--- src/rtl/pic8_pkg.sv ---
package pic8_pkg;
  localparam int DW     = 8;
  localparam int LINES  = 8;
  localparam int LVL_W  = $clog2(LINES);
  localparam int BASE_W = DW - LVL_W;

  // command-word bit positions (decoded by software, so fixed)
  localparam int B_START  = 4;
  localparam int B_KIND   = 3;
  localparam int B_LEVEL  = 3;
  localparam int B_SINGLE = 1;
  localparam int B_NEED4  = 0;
  localparam int B_AUTO   = 1;
  localparam int B_EOI    = 5;
  localparam int B_SPEC   = 6;
  localparam int B_RSELEN = 1;
  localparam int B_RSEL   = 0;
  localparam int B_POLL   = 2;
  localparam int B_SMMEN  = 6;
  localparam int B_SMM    = 5;

  typedef enum logic [1:0] {SEQ_READY, SEQ_BASE, SEQ_LINK, SEQ_MODE} seq_t;

  // lowest set index = highest priority; 0 when empty
  function automatic logic [LVL_W-1:0] first_lvl(input logic [LINES-1:0] v);
    logic [LVL_W-1:0] l;
    l = '0;
    for (int i = LINES - 1; i >= 0; i--) begin
      if (v[i]) l = LVL_W'(i);
    end
    return l;
  endfunction

  function automatic logic [LINES-1:0] lvl_bit(input logic [LVL_W-1:0] l);
    return LINES'(1) << l;
  endfunction

  function automatic logic [DW-1:0] make_vec(input logic [BASE_W-1:0] b,
                                             input logic [LVL_W-1:0] l);
    return {b, l};
  endfunction

  function automatic logic [DW-1:0] make_poll(input logic hit,
                                              input logic [LVL_W-1:0] l);
    return {hit, {(DW - 1 - LVL_W){1'b0}}, l};
  endfunction
endpackage

--- src/rtl/pic8_cmd_decode.sv ---
module pic8_cmd_decode
  import pic8_pkg::*;
(
  input  logic              clk,
  input  logic              rst_n,
  input  logic              addr_sel,
  input  logic              wr_en,
  input  logic [DW-1:0]     wr_data,
  input  logic              poll_taken,
  output logic [LINES-1:0]  mask_q,
  output logic [BASE_W-1:0] base_q,
  output logic              level_q,
  output logic              auto_q,
  output logic              rsel_q,
  output logic              smm_q,
  output logic              poll_q,
  output logic              init_start,
  output logic              eoi_cmd,
  output logic              eoi_spec,
  output logic [LVL_W-1:0]  eoi_lvl
);
  seq_t seq_q;
  logic single_q, need4_q;
  logic busy, ctl_wr, dat_wr, op2_wr, op3_wr;

  always_comb begin
    busy       = (seq_q != SEQ_READY);
    ctl_wr     = wr_en && !addr_sel;
    dat_wr     = wr_en && addr_sel;
    init_start = ctl_wr && wr_data[B_START];
    op2_wr     = ctl_wr && !wr_data[B_START] && !wr_data[B_KIND] && !busy;
    op3_wr     = ctl_wr && !wr_data[B_START] &&  wr_data[B_KIND] && !busy;
    eoi_cmd    = op2_wr && wr_data[B_EOI];
    eoi_spec   = wr_data[B_SPEC];
    eoi_lvl    = wr_data[LVL_W-1:0];
  end

  always_ff @(posedge clk) begin
    if (!rst_n) begin
      seq_q    <= SEQ_READY;
      mask_q   <= '0;
      base_q   <= '0;
      level_q  <= 1'b0;
      auto_q   <= 1'b0;
      rsel_q   <= 1'b0;
      smm_q    <= 1'b0;
      poll_q   <= 1'b0;
      single_q <= 1'b1;
      need4_q  <= 1'b0;
    end else begin
      if (poll_taken) poll_q <= 1'b0;
      if (init_start) begin
        seq_q    <= SEQ_BASE;
        mask_q   <= '0;
        level_q  <= wr_data[B_LEVEL];
        single_q <= wr_data[B_SINGLE];
        need4_q  <= wr_data[B_NEED4];
        auto_q   <= 1'b0;
        rsel_q   <= 1'b0;
        smm_q    <= 1'b0;
        poll_q   <= 1'b0;
      end else if (dat_wr) begin
        unique case (seq_q)
          SEQ_READY: mask_q <= wr_data[LINES-1:0];
          SEQ_BASE: begin
            base_q <= wr_data[DW-1:LVL_W];
            if (!single_q)    seq_q <= SEQ_LINK;
            else if (need4_q) seq_q <= SEQ_MODE;
            else              seq_q <= SEQ_READY;
          end
          SEQ_LINK: seq_q <= need4_q ? SEQ_MODE : SEQ_READY;
          SEQ_MODE: begin
            auto_q <= wr_data[B_AUTO];
            seq_q  <= SEQ_READY;
          end
          default: seq_q <= SEQ_READY;
        endcase
      end
      if (op3_wr) begin
        if (wr_data[B_RSELEN]) rsel_q <= wr_data[B_RSEL];
        if (wr_data[B_POLL])   poll_q <= 1'b1;
        if (wr_data[B_SMMEN])  smm_q  <= wr_data[B_SMM];
      end
    end
  end
endmodule

--- src/rtl/pic8_req_capture.sv ---
module pic8_req_capture
  import pic8_pkg::*;
(
  input  logic             clk,
  input  logic             rst_n,
  input  logic [LINES-1:0] irq_in,
  input  logic             level_mode,
  input  logic [LINES-1:0] grant_clr,
  output logic [LINES-1:0] req_q
);
  for (genvar g = 0; g < LINES; g++) begin : g_line
    logic prev_q;
    always_ff @(posedge clk) begin
      if (!rst_n) begin
        prev_q   <= 1'b0;
        req_q[g] <= 1'b0;
      end else begin
        prev_q <= irq_in[g];
        if (level_mode) req_q[g] <= irq_in[g];
        else            req_q[g] <= (req_q[g] && !grant_clr[g]) || (irq_in[g] && !prev_q);
      end
    end
  end
endmodule

--- src/rtl/pic8_service.sv ---
module pic8_service
  import pic8_pkg::*;
(
  input  logic              clk,
  input  logic              rst_n,
  input  logic [LINES-1:0]  req,
  input  logic [LINES-1:0]  mask,
  input  logic              smm,
  input  logic              auto_eoi,
  input  logic [BASE_W-1:0] base,
  input  logic              init_start,
  input  logic              eoi_cmd,
  input  logic              eoi_spec,
  input  logic [LVL_W-1:0]  eoi_lvl,
  input  logic              ack,
  input  logic              poll_take,
  output logic [LINES-1:0]  srv_q,
  output logic              int_pend,
  output logic [LVL_W-1:0]  win_lvl,
  output logic              grant,
  output logic [LINES-1:0]  grant_clr,
  output logic [DW-1:0]     vec_q
);
  logic [LINES-1:0] cand, block, eoi_clr, srv_set;
  logic [LVL_W-1:0] blk_lvl;

  always_comb begin
    cand      = req & ~mask;
    block     = srv_q & ~(smm ? mask : '0);
    win_lvl   = first_lvl(cand);
    blk_lvl   = first_lvl(block);
    int_pend  = (|cand) && (!(|block) || (win_lvl < blk_lvl));
    grant     = (ack || poll_take) && int_pend;
    grant_clr = grant ? lvl_bit(win_lvl) : '0;
    srv_set   = (grant && !auto_eoi) ? lvl_bit(win_lvl) : '0;
    eoi_clr   = '0;
    if (eoi_cmd) eoi_clr = eoi_spec ? lvl_bit(eoi_lvl) : lvl_bit(first_lvl(srv_q));
  end

  always_ff @(posedge clk) begin
    if (!rst_n) begin
      srv_q <= '0;
      vec_q <= '0;
    end else begin
      if (init_start) srv_q <= '0;
      else            srv_q <= (srv_q & ~eoi_clr) | srv_set;
      if (ack) vec_q <= make_vec(base, int_pend ? win_lvl : LVL_W'(LINES - 1));
    end
  end
endmodule

--- src/rtl/pic8_ctrl.sv ---
module pic8_ctrl
  import pic8_pkg::*;
(
  input  logic             clk,
  input  logic             rst_n,
  input  logic             addr_sel,
  input  logic             wr_en,
  input  logic [DW-1:0]    wr_data,
  input  logic             rd_en,
  output logic [DW-1:0]    rd_data,
  input  logic [LINES-1:0] irq_in,
  output logic             int_req,
  input  logic             int_ack,
  output logic [DW-1:0]    vec_out
);
  logic [LINES-1:0]  mask_w, req_w, srv_w, gclr_w;
  logic [BASE_W-1:0] base_w;
  logic              level_w, auto_w, rsel_w, smm_w, poll_w;
  logic              init_start_w, eoi_w, eoi_spec_w, poll_rd_w, grant_w, pend_w;
  logic [LVL_W-1:0]  eoi_lvl_w, win_w;

  assign poll_rd_w = rd_en && !addr_sel && poll_w;

  pic8_cmd_decode u_dec (
    .clk(clk), .rst_n(rst_n), .addr_sel(addr_sel), .wr_en(wr_en),
    .wr_data(wr_data), .poll_taken(poll_rd_w), .mask_q(mask_w),
    .base_q(base_w), .level_q(level_w), .auto_q(auto_w), .rsel_q(rsel_w),
    .smm_q(smm_w), .poll_q(poll_w), .init_start(init_start_w),
    .eoi_cmd(eoi_w), .eoi_spec(eoi_spec_w), .eoi_lvl(eoi_lvl_w)
  );

  pic8_req_capture u_req (
    .clk(clk), .rst_n(rst_n), .irq_in(irq_in), .level_mode(level_w),
    .grant_clr(gclr_w), .req_q(req_w)
  );

  pic8_service u_srv (
    .clk(clk), .rst_n(rst_n), .req(req_w), .mask(mask_w), .smm(smm_w),
    .auto_eoi(auto_w), .base(base_w), .init_start(init_start_w),
    .eoi_cmd(eoi_w), .eoi_spec(eoi_spec_w), .eoi_lvl(eoi_lvl_w),
    .ack(int_ack), .poll_take(poll_rd_w), .srv_q(srv_w), .int_pend(pend_w),
    .win_lvl(win_w), .grant(grant_w), .grant_clr(gclr_w), .vec_q(vec_out)
  );

  always_comb begin
    if (addr_sel)    rd_data = mask_w;
    else if (poll_w) rd_data = make_poll(pend_w, pend_w ? win_w : '0);
    else if (rsel_w) rd_data = srv_w;
    else             rd_data = req_w;
  end

  assign int_req = pend_w;
endmodule

--- config.mk ---
export PLATFORM = sky130hd
export DESIGN_NAME = pic8_ctrl
export DESIGN_NICKNAME = d
export VERILOG_FILES = /design/src/rtl/pic8_pkg.sv /design/src/rtl/pic8_cmd_decode.sv /design/src/rtl/pic8_req_capture.sv /design/src/rtl/pic8_service.sv /design/src/rtl/pic8_ctrl.sv
export SDC_FILE = /design/constraint.sdc
export NUM_CORES = 1
export LEC_CHECK = 0
export ABC_AREA = 1
export ABC_CLOCK_PERIOD_IN_PS = 4400
export BUFFER_PORTS_ARGS = -buffer_cell sky130_fd_sc_hd__buf_2
export CORE_ASPECT_RATIO = 1.5
export CORE_MARGIN = 2
export CORE_UTILIZATION = 55
export DETAILED_ROUTE_END_ITERATION = 10
export PLACE_DENSITY = 0.77
export SETUP_SLACK_MARGIN = 0.05
export SYNTH_ARGS = -nofsm -noshare
export SYNTH_HDL_FRONTEND = slang
export SYNTH_SLANG_ARGS = --single-unit
--- constraint.sdc ---
create_clock -name clk -period 4.4 [get_ports clk]
set_input_delay 0.44 -clock clk [delete_from_list [all_inputs] [get_ports clk]]
set_output_delay 0.44 -clock clk [all_outputs]
set_load 0.1 [all_outputs]
; ---- Yosys cells after proc, flatten, opt, wreduce, memory -nomap -nowiden
; Cells that the tools add are included.
[totals]
word_cells = 178
input_bits = 22
regBits = 54
[op_classes]
eq_ne = 3
reduce_logical = 75
n_lt_le_gt_ge = 1
shift = 3
muxes = 58
bitwise = 9
[ops]
columns = cell, n
row1 = 3-bit 2-to-1 mux, 27
row2 = 8-bit 2-to-1 mux, 8
row3 = 1-bit logical AND, 30
row4 = 8-bit bitwise AND, 3
row5 = 8-bit inverter, 3
row6 = 1-bit by 3-bit left shift with 8-bit output (first input constant), 3
row7 = 1-bit zero test, 22
row8 = 1-bit 2-to-1 mux, 20
row9 = 8-bit OR reduction, 2
row10 = 1-bit logical OR, 10
row11 = 8-bit bitwise OR, 1
row12 = 2-bit AND reduction, 4
row13 = 2-bit one-hot mux with 3 select lines, 1
row14 = 2-bit equality test (second input constant), 2
row15 = 2-bit 2-to-1 mux, 2
row16 = 2-bit nonzero test, 2
row17 = 4-bit nonzero test, 1
row18 = 3-bit less-than comparator, 1
row19 = 3-bit AND reduction, 1
row20 = 3-bit nonzero test, 1
row21 = 2-bit by 1-bit equality test with 1-bit output (second input constant), 1
row22 = 2-bit zero test, 1
row23 = 1-bit inverter, 2
row24 = 2-bit OR reduction, 1

; ---- Logic depth before layout (Yosys ltp)
; Gate-level depths: netlist (run 1).
[logic_depth]
word_depth = 20
depth_mapped = 18
mapped_depth_nobuf = 18

; ---- By module
; A second synthesis (run 1) with hierarchy kept.
[hier_totals]
cells_unflattened = 486
area_unflattened_um2 = 3178.0
[by_module_without_submodules]
columns = mod, cells_each, area_per_inst_um2, n_inst, seq_area_each_um2
row1 = pic8_service, 209, 1231.2, 1, 320.3
row2 = pic8_cmd_decode, 138, 1058.5, 1, 440.4
row3 = pic8_req_capture, 76, 594.3, 1, 320.3
row4 = pic8_ctrl, 63, 294.0, 1, 0.0

; ---- Least setup slack after synthesis (run 1)
; No wires, ideal clock.
[synth_timing]
kind = reg2out
start = register u_dec.smm_q
end = output port rd_data[2]
path_stages_with_launch = 16
t_required_ns = 3.960
path_slack_ns = 0.623
arrival_time_ns = 3.337
path_cell_list = dfxtp_1 inv_2 o21ai_1 nand2_1 nor2_1 o21ai_0 ha_1 inv_1 o21bai_1 inv_2 nand2_4 nand2_8 nand2_8 nor2_4 nand2_1 a21oi_1
[synth_via]
elab_chain_cells = 17
elab_cells_between_ends = 19
[synth_rtl]
columns = item, line_no
row1 = from (decl), pic8_cmd_decode.sv:15  ; output logic smm_q,
row2 = from (signal assigned), pic8_cmd_decode.sv:82  ; if (wr_data[B_SMMEN]) smm_q <= wr_data[B_SMM];
row3 = 8-bit 2-to-1 mux (*), pic8_service.sv:29  ; block = srv_q & ~(smm ? mask : '0);
row4 = 8-bit inverter (*), pic8_service.sv:29
row5 = 8-bit bitwise AND (*), pic8_service.sv:29
row6 = 3-bit 2-to-1 mux (8 in a row), pic8_pkg.sv:29  ; if (v[i]) l = LVL_W'(i);
row7 = 3-bit less-than comparator, pic8_service.sv:32  ; int_pend = (|cand) && (!(|block) || (win_lvl < blk_lvl));
row8 = 1-bit logical OR (*), pic8_service.sv:32
row9 = 1-bit logical AND (*), pic8_service.sv:32
row10 = 3-bit 2-to-1 mux (*), pic8_ctrl.sv:47  ; else if (poll_w) rd_data = make_poll(pend_w, pend_w ? win_w : '0);
row11 = 8-bit 2-to-1 mux (*), pic8_ctrl.sv:47
row12 = 8-bit 2-to-1 mux (*), pic8_ctrl.sv:46  ; if (addr_sel) rd_data = mask_w;
row13 = to (decl), pic8_ctrl.sv:10  ; output logic [DW-1:0] rd_data,
; Mark *: on every way between the ends. The rest lies on a longest branch, timed or not.

; ---- Worst setup path after layout (run 1)
[layout_timing]
start = register u_dec.smm_q
end = output port rd_data[1]
; Same word-level chain as after synthesis.

==> run metrics, run 1 <==
drt wl/cell=13.8 um; fraction of registers with async set/reset=0%; final hold viol count=0; sum of negative setup slack=0 ns; syn nets=473; number of antenna violations at the first check in global routing=0; dominant register cell in the synthesized netlist=dfxtp_1; number of setup violations in the final report=0; clock share of power=20.4%; Power per Cell Area=418 nW/um2; fraction of power consumed by combinational cells=39.3%; global route overflow=0; Gate Count Post-Synth=446; switching component of the power=0.000599 W; setup repair after global routing missed its margin=no; Worst Path Class, Setup=reg2out; Yosys warnings=0; half-perimeter wire length of the detailed placement result=6000 um; Layout area overhead=11.5%; count of standard-cell rows=32; gp weighted congestion=0.929; clock root buffer=clkbuf_8; worst endpoint required time=3.96 ns; starting utilization of the core area=56.9%; Critical Path AT=3.09 ns; area of all placed cells without fillers=3280 um2; number of enable flip-flop cells after synthesis=0; maximum capacitance violations=0; post-route worst setup slack=0.867 ns; core region area=5160 um2; initial detailed-routing violation count=209; CP peak stage delay=0.49 ns; Post-CTS Hold Fix Bufs=0; run status=completed; post-layout net count=512; worst hold path type=in2reg; Min Clock Period, post-route=3.53 ns; number of H-tree levels=2; crit end category=primary output; clock latency reported for the late side of the worst-skew pair=0.31 ns; Slowest-stage cell, CP=dfxtp_1; number of port buffers=38; Internal Pwr Total=0.000772 W; power after layout=0.00137 W; ant diodes=0; fraction of final layout cells sized beyond drive strength 1=15.0%; Buffers & Inverters on Critical Path=4; sequential cell area fraction in the yosys report=36.8%; post-synthesis cell area=2940 um2; kind of cell adding the most delay to the critical path=simple AND/OR/NAND/NOR gates; max frequency=283 MHz; Die X=63.7 um; Clock Sinks=54; flops & latches, synth=54; CTS tree=built; first-pass GRT wire length=12800 um; total number of vias=2935; maximum buffer depth of the clock tree=2; Switching Fraction=43.7%; full die area=5960 um2; Resized Gates After CTS=0; area of placed instances=3190 um2; register share of total power=40.3%; average cell area after synthesis=6.59 um2; number of max-slew violations in the final report=0; part of the cycle the worst path needs=80.3%; Clock Skews=0.00422 ns; drc violations=0; number of global-route vias before repair=2784; core utilization of the finished layout=63.5%; clock transition at the registers of the reported paths=0.10 ns; floorplan die height=93.6 um; global-route usage over all layers=27.8%; I/O pin total=39; drt first pass iters=5; CTS Buf Count=5; Max Fanout on Critical Path=7; CP cell instances=inv_2, o21ai_1, nand2_1, nor2_1, o21ai_0, ha_1, inv_1, o21bai_1, inv_2, nand2_4, nand2_8, nand2_8, nor2_4, nand2_1, a21oi_1, buf_2; number of distinct standard cells referenced by the synthesized netlist=35; kind of start point of the critical path=register; pin count of the biggest net entering global routing=27; ANT nets after route=0; post-detailed-routing wire length=7670 um; dpl ws=1.24 ns; maximum ir drop on the vdd rail=224 uV; leakage power total=1.61 nW; drt via density=5.30; Setup Fix Bufs, Post-CTS=0; Relative slew margins=55.7%; Worst-Margin Slew=0.658 ns
-- layout make-up --
class | instances | area, um2
tap | 68 | 85.1
multi-input combinational | 307 | 1540
fill | 479 | 1890
inverter | 79 | 298
sequential | 54 | 1080
timing repair buffer | 38 | 190
clock inverter | 3 | 18.8
clock buffer | 5 | 68.8
-- state kept, by name, indices dropped and copies added (netlist names), 2 cells and up --
register and flops:
u_req.g_line.prev_q 8, u_req.req_q 8, u_dec.base_q 5, u_dec.mask_q 8, u_srv.srv_q 8, u_dec.seq_q 2
u_srv.vec_q 8
-- power by group through the flow --
stage / registers (W) / clock network [W] / logic [W]
after floorplan: 0.000607 / 0 / 0.000390
after global placement: 0.000562 / 0 / 0.000528
after detailed placement: 0.000563 / 0 / 0.000536
after CTS: 0.000552 / 0.000286 / 0.000537
after global routing: 0.000556 / 0.000303 / 0.000585
final: 0.000552 / 0.000280 / 0.000538
-- cell usage in the layout, fill, tap and decap left out, types with 4 or more instances in the layout --
master	n
a21oi_1	29
buf_2	38
clkbuf_8	5
clkinv_1	5
dfxtp_1	54
ha_1	5
inv_1	68
inv_2	5
nand2_1	102
nand2_2	9
nand3_1	19
nor2_1	58
o21ai_0	45
o21ai_1	4
o22ai_1	5
-- cells by family (layout without fill, tap and decap cells) --
logic type / count (synthesis) / count (layout) / synth area share, %
DFF: 54 / 54 / 36.8
and+or+nand+nor: 203 / 203 / 31.6
AOI/OAI and AO/OA: 99 / 99 / 18.6
adders and majority gates: 5 / 5 / 2.13
buffers and inverters: 85 / 125 / 10.9
-- synth_stat cells, types with 2 or more instances --
cell type | number | area (um2)
nand2_1 | 102 | 383
inv_1 | 68 | 255
nor2_1 | 58 | 218
dfxtp_1 | 54 | 1080
o21ai_0 | 45 | 225
a21oi_1 | 29 | 145
nand3_1 | 19 | 95.1
nand2_2 | 9 | 56.3
clkbuf_1 | 5 | 18.8
clkinv_1 | 5 | 18.8
ha_1 | 5 | 62.6
inv_2 | 5 | 18.8
o22ai_1 | 5 | 31.3
o21ai_1 | 4 | 20.0
nor3_1 | 3 | 15.0
o211ai_1 | 3 | 22.5
o31ai_1 | 3 | 22.5
a22oi_1 | 2 | 15.0
a31oi_1 | 2 | 12.5
nand2_8 | 2 | 40.0
nand4_1 | 2 | 12.5
nand4_4 | 2 | 42.5
o21ai_2 | 2 | 17.5
-- path summary, 6_finish.rpt --
kind | startpoint | endpoint | slack [ns] | cells after the start
setup / recovery | u_dec.smm_q | rd_data[1] | 0.87 | 16
hold / removal | irq_in[1] | u_req.g_line[1].prev_q | 0.32 | 3
setup reg to reg | u_dec.smm_q | u_req.req_q[4] | 1.90 | 16
hold reg to reg | u_dec.base_q[4] | u_srv.vec_q[7] | 0.47 | 2
-- tightest hold or removal path: stages --
cell	delay, ns
buf_2	0.07
nand2_1	0.04
inv_1	0.05
-- stage by stage --
stage | instances | hold slack, ns
after floorplan | 446 | 0.430
final | 554 | 0.323
after global routing | 554 | 0.327
after CTS | 554 | 0.319
after detailed placement | 546 | 0.455
after global placement | 546 | 0.449
-- routing by layer --
layer / share of wire (%) / wire length [um] / vias to the layer above / track usage, %
li1: - / - / 1494 / -
met4: 5.0 / 387 / 0 / 16.3
met3: 6.2 / 476 / 28 / 3.97
met2: 49 / 3740 / 108 / 47.5
met5: 0 / 0 / - / 0
met1: 40 / 3070 / 1305 / 32.8
(Power assumes the default switching activity.)
==> run 2: changes to the inputs <==
--- a/config.mk
+++ b/config.mk
@@ -6,13 +6,13 @@
 export NUM_CORES = 1
 export LEC_CHECK = 0
 export ABC_AREA = 1
-export ABC_CLOCK_PERIOD_IN_PS = 4400
+export ABC_CLOCK_PERIOD_IN_PS = 3180
 export BUFFER_PORTS_ARGS = -buffer_cell sky130_fd_sc_hd__buf_2
 export CORE_ASPECT_RATIO = 1.5
 export CORE_MARGIN = 2
-export CORE_UTILIZATION = 55
+export CORE_UTILIZATION = 52
 export DETAILED_ROUTE_END_ITERATION = 10
-export PLACE_DENSITY = 0.77
+export PLACE_DENSITY = 0.76
 export SETUP_SLACK_MARGIN = 0.05
 export SYNTH_ARGS = -nofsm -noshare
 export SYNTH_HDL_FRONTEND = slang
==> constraint.sdc (replaced) <==
create_clock -name clk -period 3.18 [get_ports clk]
set_input_delay 0.318 -clock clk [delete_from_list [all_inputs] [get_ports clk]]
set_output_delay 0.318 -clock clk [all_outputs]
set_load 0.1 [all_outputs]
==> run 2 against run 1 <==
Setup slack got worse by 0.62 ns. Global-route usage down 2.0 points. Clock skew is 0.00061 ns higher. Worst hold slack worse by 0.11 ns. Largest cell class unchanged. Cell count increased by 0.90%. First-iteration DRC count fell by 8.6%. Highest routed layer unchanged. Sequential power grew 39%. Combinational power grew 43%. Largest power group is now combinational logic.
==> run metrics, run 2 (same netlist as run 1, synthesis figures left out) <==
run status=completed; drt first pass iters=5; Worst Path Class, Setup=reg2out; Max Fanout on Critical Path=7; post-layout net count=515; Setup crit start=u_dec.smm_q; Relative slew margins=61.1%; part of the cycle the worst path needs=92.1%; number of H-tree levels=2; Min Clock Period, post-route=2.93 ns; maximum ir drop on the vdd rail=370 uV; Power per Cell Area=569 nW/um2; Clock Skews=0.00483 ns; Layout area overhead=14.6%; ANT nets after route=0; crit end category=primary output; maximum capacitance violations=0; first-pass GRT wire length=12300 um; power after layout=0.00192 W; setup repair after global routing missed its margin=no; number of antenna violations at the first check in global routing=0; initial detailed-routing violation count=191; clock latency reported for the late side of the worst-skew pair=0.30 ns; CTS tree=built; hold_ws=0.218 ns; global route overflow=0; number of port buffers=38; worst endpoint required time=2.86 ns; fraction of final layout cells sized beyond drive strength 1=17.0%; final hold viol count=0; CTS Buf Count=5; max frequency=342 MHz; total number of vias=2894; worst hold path type=in2reg; most common cell after layout, fill and taps aside=nand2_1; Setup Fix Bufs, Post-CTS=0; clock root buffer=clkbuf_8; starting utilization of the core area=53.9%; kind of start point of the critical path=register; internal reg-to-reg setup slack=0.99 ns; drc violations=0; I/O pin total=39; number of setup violations in the final report=0; register area=1080 um2; floorplan die height=96.1 um; number of global-route vias before repair=2772; half-perimeter wire length of the detailed placement result=5900 um; drt via density=5.18; number of max-slew violations in the final report=0; global-route usage over all layers=25.8%; R2R depth=16; clock share of power=19.9%; core utilization of the finished layout=61.8%; area used by multi-input combinational logic=1560 um2; end point of the critical path=rd_data[2]; Post-CTS Hold Fix Bufs=0; core region area=5450 um2; leading cell types in the layout, fill and taps excluded=nand2_1, inv_1, nor2_1; count of fill cells added during filler insertion=540; area of all placed cells without fillers=3370 um2; gp weighted congestion=0.959; ant diodes=0; area of placed instances=3260 um2; count of standard-cell rows=33; Internal Pwr Total=0.00109 W; Die X=65.4 um; switching component of the power=0.000828 W; register share of total power=39.9%; full die area=6280 um2; leakage power total=1.63 nW; Switching Fraction=43.2%; sum of negative setup slack=0 ns; maximum buffer depth of the clock tree=2; Critical Path AT=2.61 ns; drt wl/cell=13.4 um; Worst-Margin Slew=0.579 ns; Clock Sinks=54; post-detailed-routing wire length=7470 um; Crit Reg-Reg Startpoint=u_dec.smm_q; fraction of power consumed by combinational cells=40.2%; pin count of the biggest net entering global routing=27; worst flop-to-flop path endpoint=u_req.req_q[5]; clock transition at the registers of the reported paths=0.09 ns
[run 2: cell count changes in the layout (fill, tap and decap cells not counted), moves of 2 or more]
cell,delta
a21oi_2,+3
buf_12,+2
o21ai_1,-2
buf_4,+4
a21oi_1,-3
o21ai_2,+2
buf_2,-4
[run 2: worst max-delay path: stages, from the launching register on]
cell	delay, ns
dfxtp_4	0.40
inv_2	0.07
o21ai_2	0.13
nand2_1	0.10
nor2_2	0.17
o21ai_0	0.11
ha_1	0.30
inv_1	0.06
o21bai_1	0.08
inv_2	0.07
nand2_4	0.07
nand2_8	0.08
nand2_8	0.07
nor2_4	0.14
nand2_1	0.08
a21oi_2	0.19
buf_12	0.19
[run 2: timing repair]
item / in CTS / in global routing
pin swaps: 0 / 1
cloned: 0 / 0
endpoints found under the setup margin: 2 / 5
resized for setup: 2 / 6
[run 2: per-layer routing]
metal	track usage [%]	share of wire [%]	up-vias
li1	-	-	1498
met3	5.15	6.0	25
met2	44.2	48	116
met5	0	0	-
met4	16.7	4.8	0
met1	28.7	41	1255
[run 2: cell type report]
type                    instances  area share [%]
multi-input cells             307            46.3
well taps                      70            2.60
repair buffers                 41            7.46
flip-flops and latches         54            32.2
inverters                      79            8.83
clock inverters                 3           0.631
clock buffers                   5            2.04
[run 2: worst min path at each step]
stage / startpoint / to / slack [ns] / cells past startpoint
6_report: irq_in[7] / u_req.g_line[7].prev_q / 0.22 / 3
5_1_grt: irq_in[2] / u_req.g_line[2].prev_q / 0.22 / 3
4_1_cts: irq_in[6] / u_req.g_line[6].prev_q / 0.21 / 3
3_5_place_dp: u_dec.base_q[2] / u_srv.vec_q[5] / 0.45 / 2
3_3_place_gp: u_dec.base_q[4] / u_dec.base_q[4] / 0.44 / 2
2_1_floorplan: u_dec.base_q[1] / u_dec.base_q[1] / 0.43 / 2
[run 2: through the flow]
| stage | worst slack (ns) | cells |
|---|---|---|
| after floorplan | 0.0715 | 446 |
| after global placement | 0.336 | 551 |
| after detailed placement | 0.249 | 551 |
| after CTS | 0.0408 | 559 |
| after global routing | 0.0689 | 559 |
| final | 0.252 | 559 |
[run 2: power groups by stage]
stage / Sequential [W] / Combinational [W] / Clock, W
floorplan: 0.000839 / 0.000542 / 0
global placement: 0.000779 / 0.000750 / 0
detailed placement: 0.000780 / 0.000762 / 0
CTS: 0.000764 / 0.000765 / 0.000391
global route: 0.000770 / 0.000838 / 0.000424
finish: 0.000765 / 0.000770 / 0.000381
